## config.mk

```make
export PLATFORM = sky130hd
export DESIGN_NAME = hsload_unit
export DESIGN_NICKNAME = d
export VERILOG_FILES = /design/src/rtl/hsload_pkg.sv /design/src/rtl/hsload_ctrl.sv /design/src/rtl/hsload_agen.sv /design/src/rtl/hsload_seq.sv /design/src/rtl/hsload_unit.sv
export SDC_FILE = /design/constraint.sdc
export NUM_CORES = 1
export LEC_CHECK = 0
export CELL_PAD_IN_SITES_DETAIL_PLACEMENT = 1
export CELL_PAD_IN_SITES_GLOBAL_PLACEMENT = 2
export CORE_MARGIN = 2
export CORE_UTILIZATION = 28
export CTS_CLUSTER_SIZE = 8
export DETAILED_ROUTE_END_ITERATION = 12
export PLACE_DENSITY_LB_ADDON = 0.1
export SYNTH_ARGS = -nofsm -noshare
export SYNTH_HDL_FRONTEND = slang
export SYNTH_SLANG_ARGS = --single-unit
```

## constraint.sdc

```tcl
create_clock -name clk -period 3.88 [get_ports clk]
set_input_delay 0.582 -clock clk [delete_from_list [all_inputs] [get_ports clk]]
set_output_delay 0.582 -clock clk [all_outputs]
set_load 0.01 [all_outputs]
```

## src/rtl/hsload_pkg.sv

```systemverilog
package hsload_pkg;

  typedef enum logic [1:0] {
    ST_IDLE  = 2'd0,
    ST_ISSUE = 2'd1,
    ST_WAIT  = 2'd2,
    ST_WB    = 2'd3
  } hs_state_e;

  typedef enum logic [1:0] {
    VAR_FULL    = 2'b00,
    VAR_COMPACT = 2'b01,
    VAR_WIDE    = 2'b10,
    VAR_ALT     = 2'b11
  } hs_variant_e;

endpackage

```

## src/rtl/hsload_ctrl.sv

```systemverilog
module hsload_ctrl #(
  parameter int RW  = 4,
  parameter int SHW = 2
) (
  input  logic [1:0]     variant,
  input  logic [RW-1:0]  dst_reg,
  input  logic [RW-1:0]  base_reg,
  input  logic [RW-1:0]  idx_reg,
  input  logic           pre_idx,
  input  logic           add_sel,
  input  logic           wb_sel,
  input  logic [SHW-1:0] shamt,
  output logic           eff_pre,
  output logic           eff_add,
  output logic [SHW-1:0] eff_sh,
  output logic           redir,
  output logic           unp,
  output logic           wr_base
);
  import hsload_pkg::*;

  localparam logic [RW-1:0] PC_REG = {RW{1'b1}};

  logic eff_wb;
  logic wback;

  always_comb begin
    eff_pre = pre_idx;
    eff_add = add_sel;
    eff_wb  = wb_sel;
    eff_sh  = shamt;
    case (hs_variant_e'(variant))
      VAR_COMPACT: begin
        eff_pre = 1'b1;
        eff_add = 1'b1;
        eff_wb  = 1'b0;
        eff_sh  = '0;
      end
      VAR_WIDE: begin
        eff_pre = 1'b1;
        eff_add = 1'b1;
        eff_wb  = 1'b0;
      end
      default: ;
    endcase
  end

  always_comb begin
    wback   = !eff_pre || eff_wb;
    redir   = !eff_pre && eff_wb;
    unp     = (dst_reg == PC_REG) || (idx_reg == PC_REG) ||
              (wback && ((base_reg == PC_REG) || (base_reg == dst_reg)));
    wr_base = wback && (base_reg != dst_reg);
  end

endmodule

```

## src/rtl/hsload_agen.sv

```systemverilog
module hsload_agen #(
  parameter int XLEN = 32,
  parameter int SHW  = 2
) (
  input  logic [XLEN-1:0] base_val,
  input  logic [XLEN-1:0] idx_val,
  input  logic [SHW-1:0]  sh,
  input  logic            add_sel,
  input  logic            pre_idx,
  output logic [XLEN-1:0] mem_addr,
  output logic [XLEN-1:0] off_addr
);

  logic [XLEN-1:0] stage [SHW+1];

  assign stage[0] = idx_val;

  for (genvar g = 0; g < SHW; g++) begin : g_shift
    assign stage[g+1] = sh[g] ? (stage[g] << (1 << g)) : stage[g];
  end

  always_comb begin
    off_addr = add_sel ? (base_val + stage[SHW]) : (base_val - stage[SHW]);
    mem_addr = pre_idx ? off_addr : base_val;
  end

endmodule

```

## src/rtl/hsload_seq.sv

```systemverilog
module hsload_seq #(
  parameter int XLEN = 32,
  parameter int HW   = 16,
  parameter int RW   = 4
) (
  input  logic            clk,
  input  logic            rst_n,
  input  logic            start,
  input  logic            redir_i,
  input  logic            unp_i,
  input  logic            wrbase_i,
  input  logic [RW-1:0]   dst_i,
  input  logic [RW-1:0]   base_i,
  input  logic [XLEN-1:0] addr_i,
  input  logic [XLEN-1:0] off_i,
  input  logic            mem_req_ready,
  input  logic            mem_rsp_valid,
  input  logic [HW-1:0]   mem_rsp_data,
  output logic            mem_req_valid,
  output logic [XLEN-1:0] mem_req_addr,
  output logic            busy,
  output logic            done,
  output logic            redirect,
  output logic            unpred,
  output logic            wr0_en,
  output logic [RW-1:0]   wr0_addr,
  output logic [XLEN-1:0] wr0_data,
  output logic            wr1_en,
  output logic [RW-1:0]   wr1_addr,
  output logic [XLEN-1:0] wr1_data
);
  import hsload_pkg::*;

  localparam int EXT = XLEN - HW;

  hs_state_e       state_q, state_d;
  logic [XLEN-1:0] addr_q, off_q;
  logic [RW-1:0]   dst_q, base_q;
  logic            redir_q, unp_q, wrbase_q;
  logic [HW-1:0]   data_q;
  logic            cap_en, rsp_en;

  assign cap_en = start && (state_q == ST_IDLE);
  assign rsp_en = mem_rsp_valid && (state_q == ST_WAIT);

  always_comb begin
    state_d = state_q;
    case (state_q)
      ST_IDLE:  if (start) state_d = redir_i ? ST_WB : ST_ISSUE;
      ST_ISSUE: if (mem_req_ready) state_d = ST_WAIT;
      ST_WAIT:  if (mem_rsp_valid) state_d = ST_WB;
      ST_WB:    state_d = ST_IDLE;
      default:  state_d = ST_IDLE;
    endcase
  end

  always_ff @(posedge clk or negedge rst_n) begin
    if (!rst_n) state_q <= ST_IDLE;
    else        state_q <= state_d;
  end

  always_ff @(posedge clk or negedge rst_n) begin
    if (!rst_n) begin
      addr_q   <= '0;
      off_q    <= '0;
      dst_q    <= '0;
      base_q   <= '0;
      redir_q  <= 1'b0;
      unp_q    <= 1'b0;
      wrbase_q <= 1'b0;
    end else if (cap_en) begin
      addr_q   <= addr_i;
      off_q    <= off_i;
      dst_q    <= dst_i;
      base_q   <= base_i;
      redir_q  <= redir_i;
      unp_q    <= unp_i;
      wrbase_q <= wrbase_i;
    end
  end

  always_ff @(posedge clk or negedge rst_n) begin
    if (!rst_n)      data_q <= '0;
    else if (rsp_en) data_q <= mem_rsp_data;
  end

  always_comb begin
    busy          = (state_q != ST_IDLE);
    mem_req_valid = (state_q == ST_ISSUE);
    mem_req_addr  = addr_q;
    done          = (state_q == ST_WB);
    redirect      = done && redir_q;
    unpred        = done && unp_q;
    wr0_en        = done && !redir_q;
    wr0_addr      = dst_q;
    wr0_data      = {{EXT{data_q[HW-1]}}, data_q};
    wr1_en        = done && !redir_q && wrbase_q;
    wr1_addr      = base_q;
    wr1_data      = off_q;
  end

  assert_req_hold_R10: assert property (@(posedge clk) disable iff (!rst_n)
    (mem_req_valid && !mem_req_ready) |=> (mem_req_valid && $stable(mem_req_addr)));

  assert_done_pulse_R11: assert property (@(posedge clk) disable iff (!rst_n)
    done |=> !done);

  assert_rsp_to_done_R11: assert property (@(posedge clk) disable iff (!rst_n)
    (busy && !mem_req_valid && !done && mem_rsp_valid) |=> done);

  assert_base_with_dest_R4: assert property (@(posedge clk) disable iff (!rst_n)
    wr1_en |-> wr0_en);

  assert_redirect_nowrite_R6: assert property (@(posedge clk) disable iff (!rst_n)
    redirect |-> (done && !wr0_en && !wr1_en));

  assert_redirect_noreq_R6: assert property (@(posedge clk) disable iff (!rst_n)
    (start && !busy && redir_i) |=> (done && !mem_req_valid));

  assert_distinct_writes_R8: assert property (@(posedge clk) disable iff (!rst_n)
    wr1_en |-> (wr1_addr != wr0_addr));

endmodule

```

## src/rtl/hsload_unit.sv

```systemverilog
module hsload_unit #(
  parameter int XLEN = 32,
  parameter int HW   = 16,
  parameter int RW   = 4,
  parameter int SHW  = 2
) (
  input  logic            clk,
  input  logic            rst_n,
  input  logic            start,
  input  logic [1:0]      variant,
  input  logic [RW-1:0]   dst_reg,
  input  logic [RW-1:0]   base_reg,
  input  logic [RW-1:0]   idx_reg,
  input  logic            pre_idx,
  input  logic            add_sel,
  input  logic            wb_sel,
  input  logic [SHW-1:0]  shamt,
  output logic [RW-1:0]   rf_ra_addr,
  input  logic [XLEN-1:0] rf_ra_data,
  output logic [RW-1:0]   rf_rb_addr,
  input  logic [XLEN-1:0] rf_rb_data,
  output logic            mem_req_valid,
  input  logic            mem_req_ready,
  output logic [XLEN-1:0] mem_req_addr,
  input  logic            mem_rsp_valid,
  input  logic [HW-1:0]   mem_rsp_data,
  output logic            busy,
  output logic            done,
  output logic            redirect,
  output logic            unpred,
  output logic            wr0_en,
  output logic [RW-1:0]   wr0_addr,
  output logic [XLEN-1:0] wr0_data,
  output logic            wr1_en,
  output logic [RW-1:0]   wr1_addr,
  output logic [XLEN-1:0] wr1_data
);

  logic            rst_meta_q, rst_sync_q;
  logic            eff_pre, eff_add, redir, unp, wr_base;
  logic [SHW-1:0]  eff_sh;
  logic [XLEN-1:0] addr_c, off_c;

  always_ff @(posedge clk or negedge rst_n) begin
    if (!rst_n) begin
      rst_meta_q <= 1'b0;
      rst_sync_q <= 1'b0;
    end else begin
      rst_meta_q <= 1'b1;
      rst_sync_q <= rst_meta_q;
    end
  end

  assign rf_ra_addr = base_reg;
  assign rf_rb_addr = idx_reg;

  hsload_ctrl #(.RW(RW), .SHW(SHW)) u_ctrl (
    .variant  (variant),
    .dst_reg  (dst_reg),
    .base_reg (base_reg),
    .idx_reg  (idx_reg),
    .pre_idx  (pre_idx),
    .add_sel  (add_sel),
    .wb_sel   (wb_sel),
    .shamt    (shamt),
    .eff_pre  (eff_pre),
    .eff_add  (eff_add),
    .eff_sh   (eff_sh),
    .redir    (redir),
    .unp      (unp),
    .wr_base  (wr_base)
  );

  hsload_agen #(.XLEN(XLEN), .SHW(SHW)) u_agen (
    .base_val (rf_ra_data),
    .idx_val  (rf_rb_data),
    .sh       (eff_sh),
    .add_sel  (eff_add),
    .pre_idx  (eff_pre),
    .mem_addr (addr_c),
    .off_addr (off_c)
  );

  hsload_seq #(.XLEN(XLEN), .HW(HW), .RW(RW)) u_seq (
    .clk           (clk),
    .rst_n         (rst_sync_q),
    .start         (start),
    .redir_i       (redir),
    .unp_i         (unp),
    .wrbase_i      (wr_base),
    .dst_i         (dst_reg),
    .base_i        (base_reg),
    .addr_i        (addr_c),
    .off_i         (off_c),
    .mem_req_ready (mem_req_ready),
    .mem_rsp_valid (mem_rsp_valid),
    .mem_rsp_data  (mem_rsp_data),
    .mem_req_valid (mem_req_valid),
    .mem_req_addr  (mem_req_addr),
    .busy          (busy),
    .done          (done),
    .redirect      (redirect),
    .unpred        (unpred),
    .wr0_en        (wr0_en),
    .wr0_addr      (wr0_addr),
    .wr0_data      (wr0_data),
    .wr1_en        (wr1_en),
    .wr1_addr      (wr1_addr),
    .wr1_data      (wr1_data)
  );

endmodule

```

======== Word-level counts from Yosys, hierarchy flattened ========
Index checks and enable logic that the tools add are counted.
word-level totals
  bits in registers ....................... 95
  output and inout port bits .............. 119
cells by class
  equality and inequality tests ........... 13
  mux-type cells .......................... 13
  reductions and logical operators ........ 19
  $add $sub $neg .......................... 2
operators with widths
  operator              number
  $mux W32              4
  $add A32 B32 Y32      1
  $sub A32 B32 Y32      1
  $eq A4 B4 Y1 const B  3
  $mux W2               5
  $logic_and A1 B1 Y1   9
  $pmux W2 S4           1
  $eq A2 B2 Y1 const B  3
  $eq A2 B1 Y1 const B  2
  $eq A4 B4 Y1          1
  $logic_or A1 B1 Y1    4
  $ne A2 B2 Y1 const B  2
  $ne A4 B4 Y1          1
  $mux W1               3
  $reduce_and A3 Y1     1
  $logic_not A1 Y1      2
  $logic_not A2 Y1      1
  $ne A2 B1 Y1 const B  1
  $reduce_bool A2 Y1    1
  $reduce_or A2 Y1      1

======== Depth between registers and ports, before layout ========
Gate-level depths: netlist of the first run.
  word-level depth ........................ 8
  mapped depth ............................ 24
  depth with buffers taken out ............ 21

======== By module ========
A second synthesis of the first run with hierarchy kept.
unflattened totals
  cell total of the unflattened synthesis .. 823
  area, all modules ....................... 8091.5 um2
modules (own cells, without submodules)
  module       cells an instance  seq. area each (um2)  times used  area each (um2)
  hsload_agen  559                0.0                   1           4105.2
  hsload_seq   232                2327.2                1           3728.6
  hsload_ctrl  21                 0.0                   1           143.9
  hsload_unit  11                 50.0                  1           113.9

======== Least setup slack after synthesis of the first run ========
No wires, ideal clock.
  kind .................................... input to register
  from .................................... input variant[1]
  to ...................................... register u_seq.addr_q[28] (netlist: u_seq.mem_req_addr[28])
  required time ........................... 3.758 ns
  cell stages on the path ................. 20
  setup slack ............................. -0.896 ns
  setup time .............................. 0.122 ns
  data arrival time ....................... 4.655 ns
  buffers on the path ..................... 5
  cells stage by stage .................... inv_1 > ha_1 > buf_6 > nor2b_1 > buf_2 > clkbuf_1 > buf_1 > clkbuf_1 > o21ai_0 > xnor2_1 > ha_1 > a21o_1 > a21oi_1 > nand2_1 > a221o_1 > a211oi_1 > o21ai_0 > a31oi_1 > mux2i_1 > nand2_1
on the way
  word-level cells in the longest chain between the ends .. 7
  elaborated cells between the ends (all ways) .. 12
  those cells by class .................... add/sub: 2; eq/ne: 2; mux: 7; reduce/logical: 1
RTL lines
  element                                               line               RTL
  start, declared                                       hsload_unit.sv:10  input logic [1:0] variant,
  $eq A2 B1 Y1                                          hsload_ctrl.sv:32  case (hs_variant_e'(variant))
  $mux W2                                               hsload_ctrl.sv:32
  $mux W32 (2 in a row)                                 hsload_agen.sv:19  assign stage[g+1] = sh[g] ? (stage[g] << (1 << g)) : stage[g];
  $sub A32 B32 Y32 or $add A32 B32 Y32 (tied branches)  hsload_agen.sv:23  off_addr = add_sel ? (base_val + stage[SHW]) : (base_val - stage[SHW]);
  $mux W32                                              hsload_agen.sv:23
  $mux W32 (*)                                          hsload_agen.sv:24  mem_addr = pre_idx ? off_addr : base_val;
  end signal, assigned                                  hsload_seq.sv:72   addr_q <= addr_i;
  end, declared                                         hsload_seq.sv:37   logic [XLEN-1:0] addr_q, off_q;
Every way passes the cells marked *; elsewhere a longest branch is shown, timed or not.
A chain may end at the register's enable or synchronous reset.

======== Worst setup path after layout of the first run ========
  from .................................... input variant[1]
  to ...................................... register u_seq.addr_q[27] (netlist: u_seq.mem_req_addr[27])
The elaborated chain is that of the path after synthesis.

==> results of run 1 <==
kinds of logic (layout without fill, tap and decap cells):
logic type	Yosys count	count (layout)	synth area share
buffers and inverters	91	505	0.0611
other	1	1	0.000489
adder cells (fa/ha/maj)	44	44	0.0727
AO/OA/AOI/OAI	232	232	0.195
XOR/XNOR	64	64	0.0730
flip-flops	95	95	0.310
multiplexers	61	61	0.0859
AND/OR/NAND/NOR	345	345	0.202
cell usage in the layout (no fill, tap or decap), types with 18 or more instances in the layout:
master	count
buf_4	232
clkdlybuf4s50_1	216
nand2_1	179
dfrtp_1	94
nor2_1	63
a21oi_1	49
ha_1	37
mux2i_1	36
o21ai_0	26
xnor2_1	24
xor2_1	19
a21oi_2	18
state kept, by name, summed over array words and instances, names as in the netlist:
| register | count |
|---|---|
| rst_meta_q | 1 |
| rst_sync_q | 1 |
| u_seq.data_q | 16 |
| u_seq.mem_req_addr | 32 |
| u_seq.redir_q | 1 |
| u_seq.state_q | 2 |
| u_seq.unp_q | 1 |
| u_seq.wr0_addr | 4 |
| u_seq.wr1_addr | 4 |
| u_seq.wr1_data | 32 |
| u_seq.wrbase_q | 1 |
layer usage:
metal,routed length [microns],track usage,up-vias
met5,0,0,-
met4,514,0.0550,0
met3,1150,0.0292,27
met2,14200,0.346,189
met1,14100,0.279,3917
li1,-,-,4045
cells in the mapped netlist, types with 3 or more instances:
library cell | count | area share
o21bai_1 | 6 | 0.0059
buf_1 | 7 | 0.0034
and3b_1 | 3 | 0.0034
and3_1 | 7 | 0.0057
nand2b_1 | 5 | 0.0041
a21oi_1 | 74 | 0.048
a31oi_1 | 15 | 0.012
mux2_2 | 16 | 0.023
o21ai_0 | 49 | 0.032
or3_1 | 5 | 0.0041
clkbuf_1 | 31 | 0.015
nor3_1 | 20 | 0.013
o21ai_1 | 6 | 0.0039
nand4_1 | 9 | 0.0073
o21a_1 | 12 | 0.012
inv_1 | 18 | 0.0088
a22oi_1 | 11 | 0.011
a21o_1 | 16 | 0.016
xor2_1 | 27 | 0.031
buf_6 | 3 | 0.0044
nand3_1 | 9 | 0.0059
nor2b_1 | 13 | 0.011
xnor2_1 | 37 | 0.042
a211oi_1 | 11 | 0.011
dfrtp_1 | 95 | 0.31
o211ai_1 | 4 | 0.0039
nor2_1 | 68 | 0.033
nand2_1 | 189 | 0.092
ha_1 | 43 | 0.070
buf_2 | 6 | 0.0039
and2_1 | 5 | 0.0041
buf_4 | 26 | 0.025
mux2i_1 | 42 | 0.055
layout make-up:
cell class,count,area [sq um]
Clock buffer,10,229
Clock inverter,6,116
Fill cell,3086,13900
Inverter,18,80.1
Multi-Input combinational cell,747,5630
Sequential cell,95,2380
Tap cell,341,427
Timing Repair Buffer,471,4200
timing repair:
item,4_1_cts,5_1_grt
setup endpoints to repair,52,45
endpoints found under the hold margin,0,0
resized for setup,99,72
pin swaps,63,57
buffers inserted,18,15
cloned,0,0
how the worst max path moves through the flow:
stage,cells after the start,start,end,slack [ns]
floorplan,21,variant[1],u_seq.mem_req_addr[27],-0.48
global placement,22,variant[1],u_seq.wr1_data[28],-1.25
detailed placement,22,variant[1],u_seq.mem_req_addr[28],-1.45
CTS,21,variant[1],u_seq.mem_req_addr[27],-0.32
global route,25,variant[1],u_seq.mem_req_addr[22],-0.57
finish,21,variant[1],u_seq.mem_req_addr[27],-0.32
stage by stage:
| stage | instance area (sq um) | utilization | cells | hold WS [ns] |
|---|---|---|---|---|
| global placement | 11800 | 0.436 | 1644 | 0.338 |
| detailed placement | 11800 | 0.436 | 1644 | 0.338 |
| finish | 13100 | 0.485 | 1688 | 0.353 |
| CTS | 12600 | 0.468 | 1676 | 0.356 |
| floorplan | 7830 | - | 933 | 0.286 |
| global route | 13100 | 0.485 | 1688 | 0.361 |
power by group:
group | total, mW | switching, mW | leakage, nW | internal [mW]
clock network | 1.07 | 0.430 | 0.168 | 0.637
registers | 1.76 | 0.293 | 1.14 | 1.47
logic | 4.53 | 2.11 | 4.53 | 2.42
total | 7.35 | 2.83 | 5.84 | 4.52
==> summary.txt, run 1 <==
Synth Register Bits - 95
CTS max path bufs - 2
Post-synth cell types - 71
Worst Path Max Fanout - 4
Post-synth EDFFs - 0
CP startpoint kind - primary input
Crit end category - flop
Setup ws final - -0.322 ns
Share of cells above drive strength 1 - 0.311
CTS tree - yes
Via density - 4.84
Crit path DAT - 4.49 ns
Crit-path cells - buf_8 > inv_12 > ha_4 > nor2b_4 > buf_12 > mux2i_4 > mux2i_4 > nor4b_4 > nand2_1 > or3_4 > o21ai_2 > xnor2_1 > ha_1 > nand2_2 > or3_1 > a211o_1 > a21o_1 > o21ai_2 > xor2_1 > nand3_1 > nand2_1
Fmax - 238 MHz
Drt initial violations - 337
Initial antenna violation count - 0
Maximum vdd drop - 0.189 mV
Failing checks - setup timing
Hold depth - 0
Worst-skew pair later-pin latency - 0.36 ns
DP HPWL - 23.4 mm
Worst hold endpoint - rst_sync_q
Worst slack, placed - -1.45 ns
Global Route Usage Sum - 0.206
Core area - 0.0270 sq mm
Worst path bufs/invs - 3
Vias in the first global route - 8537
Post-synthesis sequential area ratio - 0.310
Starting Density - 0.285
TNS Setup - -6.33 ns
CP max stage delay - 0.37 ns
FF-to-FF path depth - 8
R2R Path Start - u_seq.state_q[0]
RSZ-0062 raised after global routing - yes
CTS clk-pin slew, worst paths - 0.07 ns
First-pass iteration count of the detailed router - 4
Worst EP required - 4.17 ns
DR WL/cell - 17.8 microns
RePlAce Congestion - 0.866
Setup violations, final - 33
Synth async-reset ratio - 1.00
Htree depth - 3
Total wire length - 30.0 mm
Hold-fix buffers, CTS - 0
DRC - 0
Reg-to-reg slack, setup - 1.80 ns
Syn nets - 1081
Fin nets - 1490
First-pass GRT wire length - 46.6 mm
Diode count - 0
Final Hold Vio Count - 0
Synthesis Warnings - 0
Worst rel slew slack - 0.322
Final ANT Viol Nets - 0
Worst clock skew - 0.00802 ns
Hold Path Class - reg -> reg
Total power - 7.35 mW
Largest net degree at the start of global routing - 80
Status - complete, but fails checks
Sink Count - 95
MaxCap Viol Count - 0
Mapped Area - 0.00767 sq mm
Fin. max-slew vios - 0
Worst Tran Pin Value - 1.02 ns
Post-synthesis average cell area - 8.22 sq um
Mapped Cells - 933
Fin crit period - 4.20 ns
Clock Root Buffer - clkbuf_16
Area growth from synthesis to layout - 70.3%
Die W - 170 microns
Die area - 0.0287 sq mm
Kind of critical path - in -> reg
Buffers added on ports - 222
Detailed-route via count - 8178
Aggregate global routing overflow - 0
Worst Hold Launch - rst_meta_q
Worst R2R End - u_seq.mem_req_addr[25]
Critical Path Slowest Stage Cell - nor4b_4
P_leak - 5.84 nW
Total CTS buffers - 9
Die Span Y - 170 microns
FP Rows - 60
I/O pin count - 223
Pwr Density - 563 mW/mm^2
Final period util - 1.08
Dominant synthesized flop cell - dfrtp_1
Worst path top cell family by delay - simple AND/OR/NAND/NOR gates
No activity file was read; power rests on OpenSTA's default activity.
==> inputs of run 2 (changes only) <==
Settings changed: RECOVER_POWER set to 25, SLEW_MARGIN set to 20.
==> run 2 against run 1 <==
Compared with the run above:
- the flow still finishes with violations (setup timing)
- combinational power barely moved
- total power barely moved
- critical path depth did not move
- clock-buffer cell count did not move
- fmax barely moved
- design area barely moved
- global-route usage did not move
- hold slack barely moved
- register-to-register slack got worse by 0.48 ns
- core utilization barely moved
- final cell count barely moved
- non-clock buffer count rose by 1
- critical endpoint unchanged
==> summary.txt, run 2 (synthesis results as in run 1) <==
Via density - 4.85 (was 4.84)
Total wire length - 30.0 mm (about the same)
Final Core Density - 0.485 (about the same)
Worst Path Max Fanout - 4 (unchanged)
Worst path top cell family by delay - simple AND/OR/NAND/NOR gates (unchanged)
Status - complete, but fails checks (unchanged)
Total CTS buffers - 9 (unchanged)
Worst path bufs/invs - 3 (unchanged)
Worst Tran Pin Value - 1.32 ns (was 1.02 ns)
Worst rel slew slack - 0.118 (was 0.322)
Buffers added on ports - 222 (unchanged)
Die W - 170 microns (unchanged)
Worst-skew pair later-pin latency - 0.36 ns (about the same)
I/O pin count - 223 (unchanged)
Worst EP required - 4.17 ns (about the same)
CTS max path bufs - 2 (unchanged)
Fin nets - 1491 (was 1490)
Worst slack, placed - -1.45 ns (unchanged)
Fmax - 238 MHz (about the same)
Worst Setup SP - variant[1] (unchanged)
Crit path DAT - 4.49 ns (about the same)
Share of cells above drive strength 1 - 0.311 (about the same)
Dpl cells - 1644 (unchanged)
Detailed-route via count - 8194 (was 8178)
RSZ-0062 raised after global routing - yes (unchanged)
RePlAce Congestion - 0.866 (unchanged)
Final Non-Filler Cells - 1689 (was 1688)
Setup ws final - -0.326 ns (was -0.322 ns)
Hold Path Class - reg -> reg (unchanged)
R2R Path Start - rst_sync_q (was u_seq.state_q[0])
Largest net degree at the start of global routing - 80 (unchanged)
Most common cell after layout, fill and taps aside - buf_4 (unchanged)
Starting Density - 0.285 (unchanged)
FP Rows - 60 (unchanged)
Maximum vdd drop - 0.189 mV (about the same)
Diode count - 0 (unchanged)
Failing checks - setup timing (unchanged)
Clock Root Buffer - clkbuf_16 (unchanged)
CTS tree - yes (unchanged)
Die area - 0.0287 sq mm (unchanged)
Final Hold Vio Count - 0 (unchanged)
Global Route Usage Sum - 0.206 (unchanged)
Final ANT Viol Nets - 0 (unchanged)
Die Span Y - 170 microns (unchanged)
Area growth from synthesis to layout - 70.3% (about the same)
Crit-path cells - buf_8 > inv_12 > ha_4 > nor2b_4 > buf_12 > mux2i_4 > mux2i_4 > nor4b_4 > nand2_1 > or3_4 > o21ai_2 > xnor2_1 > ha_1 > nand2_2 > or3_1 > a211o_1 > a21o_1 > o21ai_2 > xor2_1 > nand3_1 > nand2_1 (unchanged)
First-pass GRT wire length - 46.6 mm (unchanged)
Worst Hold Launch - rst_meta_q (unchanged)
Worst clock skew - 0.00737 ns (was 0.00802 ns)
DR WL/cell - 17.8 microns (about the same)
CP max stage delay - 0.37 ns (about the same)
First-pass iteration count of the detailed router - 4 (unchanged)
Initial antenna violation count - 0 (unchanged)
Sink Count - 95 (unchanged)
CP startpoint kind - primary input (unchanged)
Core area - 0.0270 sq mm (unchanged)
Fin crit period - 4.21 ns (was 4.20 ns)
Kind of critical path - in -> reg (unchanged)
Vias in the first global route - 8537 (unchanged)
MaxCap Viol Count - 0 (unchanged)
DP HPWL - 23.4 mm (unchanged)
Htree depth - 3 (unchanged)
Pwr Density - 563 mW/mm^2 (about the same)
Crit end category - flop (unchanged)
Setup violations, final - 33 (unchanged)
Aggregate global routing overflow - 0 (unchanged)
DRC - 0 (unchanged)
Fin. max-slew vios - 0 (unchanged)
Critical Path Slowest Stage Cell - nor4b_4 (unchanged)
Commonest non-fill, non-tap cells in the layout - buf_4 (232), clkdlybuf4s50_1 (215), nand2_1 (179) (was buf_4 (232), clkdlybuf4s50_1 (216), nand2_1 (179))
Drt initial violations - 332 (was 337)
Final period util - 1.08 (about the same)
P_leak - 5.84 nW (about the same)
CTS clk-pin slew, worst paths - 0.07 ns (about the same)
-- run 2: metal layers --
| layer | part of all wire | GRT usage | vias up | wire length, microns |
|---|---|---|---|---|
| li1 | - | - | 4050 | - |
| met1 | 0.47 | 0.279 | 3918 | 14000 |
| met2 | 0.47 | 0.346 | 198 | 14200 |
| met3 | 0.041 | 0.0292 | 28 | 1220 |
| met4 | 0.017 | 0.0550 | 0 | 518 |
| met5 | 0 | 0 | - | 0 |
-- run 2: worst paths after layout --
kind | end | slack (ns) | cells past startpoint
max | u_seq.mem_req_addr[27] | -0.33 | 21
min in group asynchronous | rst_sync_q | 0.46 | 1
max in group asynchronous | u_seq.redir_q | 1.32 | 2
min reg2reg | rst_sync_q | 0.35 | 0
min | rst_sync_q | 0.35 | 0
max reg2reg | u_seq.redir_q | 1.32 | 2
-- run 2: area by class of cell --
| cell class | count | area (sq um) |
|---|---|---|
| well taps | 341 | 427 |
| repair buffers | 472 | 4210 |
| flip-flops and latches | 95 | 2380 |
| fillers | 3086 | 13900 |
| multi-input cells | 747 | 5630 |
| clock inverters | 6 | 116 |
| inverters | 18 | 80.1 |
| clock buffers | 10 | 229 |
-- run 2: metrics by stage --
| step | hold slack [ns] | instance area (sq um) | TNS [ns] | power, mW |
|---|---|---|---|---|
| floorplan | 0.286 | 7830 | -8.75 | 3.75 |
| global placement | 0.338 | 11800 | -52.01 | 5.84 |
| detailed placement | 0.338 | 11800 | -57.98 | 5.92 |
| CTS | 0.356 | 12600 | -6.57 | 7.21 |
| global route | 0.361 | 13100 | -15.55 | 7.89 |
| finish | 0.353 | 13100 | -6.34 | 7.35 |
-- run 2: repair_timing --
action / CTS / global route
pin swaps: 63 / 57
setup buffers: 18 / 15
hold buffers: 0 / 0
resized for setup: 99 / 72
endpoints found under the setup margin: 52 / 45
-- run 2: power by group --
| group | switching (mW) | internal (mW) |
|---|---|---|
| clock | 0.429 | 0.637 |
| combinational | 2.12 | 2.42 |
| sequential | 0.285 | 1.47 |
